File: config.mk
export PLATFORM = sky130hd
export DESIGN_NAME = wdog_sleep_halt
export DESIGN_NICKNAME = d
export VERILOG_FILES = /design/src/rtl/wdog_pkg.sv /design/src/rtl/wdog_cfg_reg.sv /design/src/rtl/wdog_halt_dec.sv /design/src/rtl/wdog_counter.sv /design/src/rtl/wdog_sleep_halt.sv
export SDC_FILE = /design/constraint.sdc
export NUM_CORES = 1
export LEC_CHECK = 0
export ABC_AREA = 1
export BUFFER_PORTS_ARGS = -buffer_cell sky130_fd_sc_hd__buf_2
export CORE_MARGIN = 2
export CORE_UTILIZATION = 56
export DETAILED_ROUTE_END_ITERATION = 8
export GPL_TIMING_DRIVEN = 0
export PLACE_DENSITY = 0.95
export SETUP_SLACK_MARGIN = 0.02
export SYNTH_ARGS = -nofsm -noshare
export SYNTH_HDL_FRONTEND = slang
export SYNTH_SLANG_ARGS = --single-unit
File: constraint.sdc
create_clock -name clk_i -period 3.6 [get_ports clk_i]
set_input_delay 0.18 -clock clk_i [delete_from_list [all_inputs] [get_ports clk_i]]
set_output_delay 0.18 -clock clk_i [all_outputs]
set_load 0.05 [all_outputs]
File: src/rtl/wdog_pkg.sv
package wdog_pkg;
  typedef enum logic [1:0] {
    PWR_RUN   = 2'd0,
    PWR_SLEEP = 2'd1,
    PWR_DS1   = 2'd2,
    PWR_DS2   = 2'd3
  } pwr_e;

  typedef struct packed {
    logic       rsten;
    logic [1:0] halt;
    logic       en;
  } wdog_ctrl_t;

  localparam int unsigned CTRL_W = $bits(wdog_ctrl_t);
endpackage

File: src/rtl/wdog_cfg_reg.sv
module wdog_cfg_reg
  import wdog_pkg::*;
#(
  parameter int unsigned CNT_W = 12
) (
  input  logic             clk_i,
  input  logic             rst_ni,
  input  logic             we_i,
  input  logic             en_i,
  input  logic [1:0]       halt_i,
  input  logic             rsten_i,
  input  logic [CNT_W-1:0] reload_i,
  output wdog_ctrl_t       ctrl_o,
  output logic [CNT_W-1:0] reload_o,
  output logic             start_o,
  output logic             stop_o
);
  localparam logic [CNT_W-1:0] RELOAD_RST = {CNT_W{1'b1}};

  wdog_ctrl_t       ctrl_q;
  logic [CNT_W-1:0] reload_q;

  always_ff @(posedge clk_i or negedge rst_ni) begin
    if (!rst_ni) begin
      ctrl_q   <= '0;
      reload_q <= RELOAD_RST;
    end else if (we_i) begin
      ctrl_q.en    <= en_i;
      ctrl_q.halt  <= halt_i;
      ctrl_q.rsten <= rsten_i;
      reload_q     <= reload_i;
    end
  end

  // The counter is loaded only on the transition out of the disabled state.
  assign start_o  = we_i & en_i & ~ctrl_q.en;
  assign stop_o   = we_i & ~en_i;
  assign ctrl_o   = ctrl_q;
  assign reload_o = reload_q;
endmodule

File: src/rtl/wdog_halt_dec.sv
module wdog_halt_dec
  import wdog_pkg::*;
(
  input  logic [1:0] pwr_i,
  input  logic [1:0] halt_i,
  output logic       halted_o
);
  always_comb begin
    unique case (pwr_e'(pwr_i))
      PWR_RUN:   halted_o = 1'b0;
      PWR_SLEEP: halted_o = halt_i[1];
      PWR_DS1:   halted_o = |halt_i;
      PWR_DS2:   halted_o = 1'b1;
      default:   halted_o = 1'b1;
    endcase
  end
endmodule

File: src/rtl/wdog_counter.sv
module wdog_counter #(
  parameter int unsigned CNT_W = 12
) (
  input  logic             clk_i,
  input  logic             rst_ni,
  input  logic             en_i,
  input  logic             start_i,
  input  logic [CNT_W-1:0] start_val_i,
  input  logic             stop_i,
  input  logic             refresh_i,
  input  logic [CNT_W-1:0] reload_i,
  input  logic             step_i,
  output logic [CNT_W-1:0] count_o,
  output logic             uf_o
);
  localparam logic [CNT_W-1:0] IDLE_VAL = {CNT_W{1'b1}};
  localparam logic [CNT_W-1:0] ONE      = {{(CNT_W-1){1'b0}}, 1'b1};

  logic [CNT_W-1:0] cnt_q;
  logic             live;

  assign live = en_i & ~stop_i & ~refresh_i & step_i;
  assign uf_o = live & (cnt_q == '0);

  always_ff @(posedge clk_i or negedge rst_ni) begin
    if (!rst_ni) begin
      cnt_q <= IDLE_VAL;
    end else if (stop_i) begin
      cnt_q <= IDLE_VAL;
    end else if (start_i) begin
      cnt_q <= start_val_i;
    end else if (!en_i) begin
      cnt_q <= IDLE_VAL;
    end else if (refresh_i) begin
      cnt_q <= reload_i;
    end else if (step_i) begin
      cnt_q <= (cnt_q == '0) ? reload_i : cnt_q - ONE;
    end
  end

  assign count_o = cnt_q;
endmodule

File: src/rtl/wdog_sleep_halt.sv
module wdog_sleep_halt
  import wdog_pkg::*;
#(
  parameter int unsigned CNT_W = 12
) (
  input  logic             clk_i,
  input  logic             rst_ni,
  input  logic             tick_i,
  input  logic             refresh_i,
  input  logic [1:0]       pwr_i,
  input  logic             err_i,
  input  logic             uf_clr_i,
  input  logic             cfg_we_i,
  input  logic             cfg_en_i,
  input  logic [1:0]       cfg_halt_i,
  input  logic             cfg_rsten_i,
  input  logic [CNT_W-1:0] cfg_reload_i,
  output logic [CNT_W+3:0] cfg_rdata_o,
  output logic [CNT_W-1:0] count_o,
  output logic             underflow_o,
  output logic             wdt_rst_o,
  output logic             wake_o
);
  wdog_ctrl_t       ctrl;
  logic [CNT_W-1:0] reload;
  logic             start, stop, halted, uf_pulse, uf_q;

  wdog_cfg_reg #(.CNT_W(CNT_W)) i_cfg (
    .clk_i   (clk_i),
    .rst_ni  (rst_ni),
    .we_i    (cfg_we_i),
    .en_i    (cfg_en_i),
    .halt_i  (cfg_halt_i),
    .rsten_i (cfg_rsten_i),
    .reload_i(cfg_reload_i),
    .ctrl_o  (ctrl),
    .reload_o(reload),
    .start_o (start),
    .stop_o  (stop)
  );

  wdog_halt_dec i_halt (
    .pwr_i   (pwr_i),
    .halt_i  (ctrl.halt),
    .halted_o(halted)
  );

  wdog_counter #(.CNT_W(CNT_W)) i_cnt (
    .clk_i      (clk_i),
    .rst_ni     (rst_ni),
    .en_i       (ctrl.en),
    .start_i    (start),
    .start_val_i(cfg_reload_i),
    .stop_i     (stop),
    .refresh_i  (refresh_i),
    .reload_i   (reload),
    .step_i     (tick_i & ~halted),
    .count_o    (count_o),
    .uf_o       (uf_pulse)
  );

  always_ff @(posedge clk_i or negedge rst_ni) begin
    if (!rst_ni)       uf_q <= 1'b0;
    else if (uf_pulse) uf_q <= 1'b1;
    else if (uf_clr_i) uf_q <= 1'b0;
  end

  logic in_light_sleep;
  assign in_light_sleep = (pwr_e'(pwr_i) == PWR_SLEEP) || (pwr_e'(pwr_i) == PWR_DS1);

  assign underflow_o = uf_q;
  assign wdt_rst_o   = ctrl.rsten & (uf_q | err_i);
  assign wake_o      = wdt_rst_o & in_light_sleep;
  assign cfg_rdata_o = {reload, ctrl.rsten, ctrl.halt, ctrl.en};
endmodule

==> out/qor.yml <==
design_area_sq_mm: 0.00236
grt_pass1_vias: 1861
grt_pass1_wl_microns: 8610
synth_cell_type_count: 33
hold_viol: 0
layout_common_cells: "72 x nand2_1, 55 x buf_2, 33 x nor2_1, 26 x inv_1, 24 x dfstp_2"
swShare_pct: 43.5
io_pins: 56
slew_headroom_pct: 58.9
crit_type: "register to register"
syn_nets: 296
arrival_ns: 2.02
antenna_found_initial: 0
yosys.area.top_type: "dfstp_2"
worst_clock_skew_ns: 0.00823
grt_usage_pct: 27.7
cpMostUsedCell: "nand2_1"
final_antenna_net_count: 0
drcViolationCount: 0
core_sq_mm: 0.00336
layout-drive-gt1-share_pct: 39.9
path_clk_slew_ns: 0.09
seq_power_share_pct: 43.2
h-tree-depth: 2
ys_warn_count: 0
power.density_mw_per_mm2: 427
cts_tree: "done"
numCtsBuffers: 5
timing.fmax_mhz: 571
p_leak_nw: 1.24
rows: 21
peakVddDrop_uv: 303
combPwrFrac_pct: 37.9
dr.pass1.iters: 7
start_kind: "register"
crit_path_max_incr_delay_ns: 0.55
die_w_microns: 63.3
synth.ff_latch_count: 29
clk_path_buf_depth: 2
wl_microns: 5080
placed_area_sq_mm: 0.00230
dieArea_sq_mm: 0.00401
clkPwrFrac_pct: 18.9
cts.sinks: 29
vias: 1963
power.switching_mw: 0.438
worst_slew_pin_slew_ns: 0.616
gr-total-overflow: 0
critPathMaxFanout: 9
yosysTopAreaCellShare_pct: 32.0
cp.required_ns: 3.87
drt-vias-per-instance: 5.25
syn_inst: 265
status: "completed"
die_h_microns: 63.3
finalCritPeriodShare_pct: 48.7
gp_congestion: 0.907
power.total_mw: 1.01
yosysSeqAreaShare_pct: 38.3
cts_root_buf: "clkbuf_4"
syn-cell-area_sq_mm: 0.00197
cap_violations: 0
syn_avg_cell_area_sq_um: 7.44
insertion_delay_ns: 0.33
cts_setup_buffers: 0
layout.nets: 358
routedWlPerCell_microns: 13.6
rsz0062_at_grt: "no"
antenna_cells: 0
cell_internal_pwr_mw: 0.568
setup-violations-final: 0
dp_hpwl_microns: 3720
fin_crit_ns: 1.75
grt_start_max_net_pins: 30
initial_core_util_pct: 58.6
final_common_cell: "nand2_1"
slowest_stage: "dfstp_2"
cp_cell_sequence: "inv_1, ha_1, nand2_2, nor2_2, nand3_4, nand2_4, inv_2, nand2_1, nand3_2, nand2_1, a21oi_1"
drtIter0Drc: 134
fin_setup_tns_ns: 0
hold_class: "input pin to register"
netlist_top_cells_area: "dfstp_2 32%, nand2_1 14%, dfrtp_1 6.3%, nor2_1 6.3%, inv_1 4.9%"
port_buffers: 54
area_growth_pct: 19.6
slew_viol_final: 0
endpoint_kind: "register"
[Yosys cell counts, drive strengths merged]
cell type,n
nor3,3
dfstp,24
nor3b,1
clkbuf,2
inv,36
ha,6
nand3,18
xnor2,1
buf,6
nor2,40
xor2,3
o32ai,1
or2,2
a21oi,18
o21ai,15
nand2,84
dfrtp,5
[metal layers]
layer | routed length (microns) | vias up | part of all wire, % | GRT usage [%]
met3 | 413 | 19 | 8.1 | 7.14
met4 | 127 | 0 | 2.5 | 11.7
met2 | 2480 | 88 | 49 | 44.2
met1 | 2060 | 915 | 40 | 35.5
li1 | - | 941 | - | -
met5 | 0 | - | 0 | 0
[final timing paths]
path	from	end	slack, ns	depth (start not counted)
worst max-delay path	i_cnt.count_o[0]	i_cnt.count_o[4]	1.85	11
worst min-delay path	uf_clr_i	underflow_o	0.01	2
worst max register to register	i_cnt.count_o[0]	i_cnt.count_o[4]	1.85	11
worst min register to register	i_cfg.reload_o[11]	i_cfg.reload_o[11]	0.48	2
max in group asynchronous	rst_ni	i_cfg.ctrl_o[0]	2.82	2
min in group asynchronous	rst_ni	i_cfg.ctrl_o[3]	0.38	2
[power by group through the flow]
stage	combinational, mW	sequential, mW	clock (mW)
finish	0.382	0.435	0.190
global route	0.410	0.440	0.214
CTS	0.380	0.432	0.190
detailed placement	0.375	0.438	0
global placement	0.364	0.437	0
floorplan	0.152	0.564	0
[cell type report]
type,count,area (sq um)
multi-input cells,192,1010
fillers,277,1000
flip-flops and latches,29,756
repair buffers,55,280
inverters,36,138
plain buffers,8,70.1
well taps,46,57.6
clock buffers,8,48.8
[per-stage QoR]
| step | setup WS, ns | utilization, % | hold WS [ns] | instances |
|---|---|---|---|---|
| CTS | 1.87 | 70.1 | 0.0130 | 374 |
| global placement | 1.91 | 68.4 | 0.218 | 365 |
| finish | 1.85 | 70.1 | 0.0115 | 374 |
| floorplan | 1.50 | - | -0.116 | 265 |
| detailed placement | 1.90 | 68.4 | 0.224 | 365 |
| global route | 1.74 | 70.1 | 0.00154 | 374 |
[registers in the layout, summed over array words and instances, names as in the netlist]
register / count
i_cfg.reload_o: 12
i_cnt.count_o: 12
i_cfg.ctrl_o: 4
underflow_o: 1
[cells by family (layout without fill, tap and decap cells)]
kind of cell	count (synthesis)	count (layout)	synth area share [%]
XOR/XNOR	4	4	1.78
AO/OA/AOI/OAI	34	34	9.20
buffers and inverters	44	107	10.5
adder cells (fa/ha/maj)	6	6	3.81
flip-flops	29	29	38.3
AND/OR/NAND/NOR	148	148	36.4
[critical path: cells and delay by family, from the launching register on]
| kind | cells | cell delay (ns) |
|---|---|---|
| AOI/OAI and AO/OA | 1 | 0.13 |
| adders and majority gates | 1 | 0.22 |
| DFF | 1 | 0.55 |
| buffers and inverters | 2 | 0.24 |
| and+or+nand+nor | 7 | 0.56 |
[what timing repair did]
action,4_1_cts,5_1_grt
hold buffers,1,0
resized for setup,0,0
hold endpoints to repair,5,0
(Power assumes the default switching activity.)
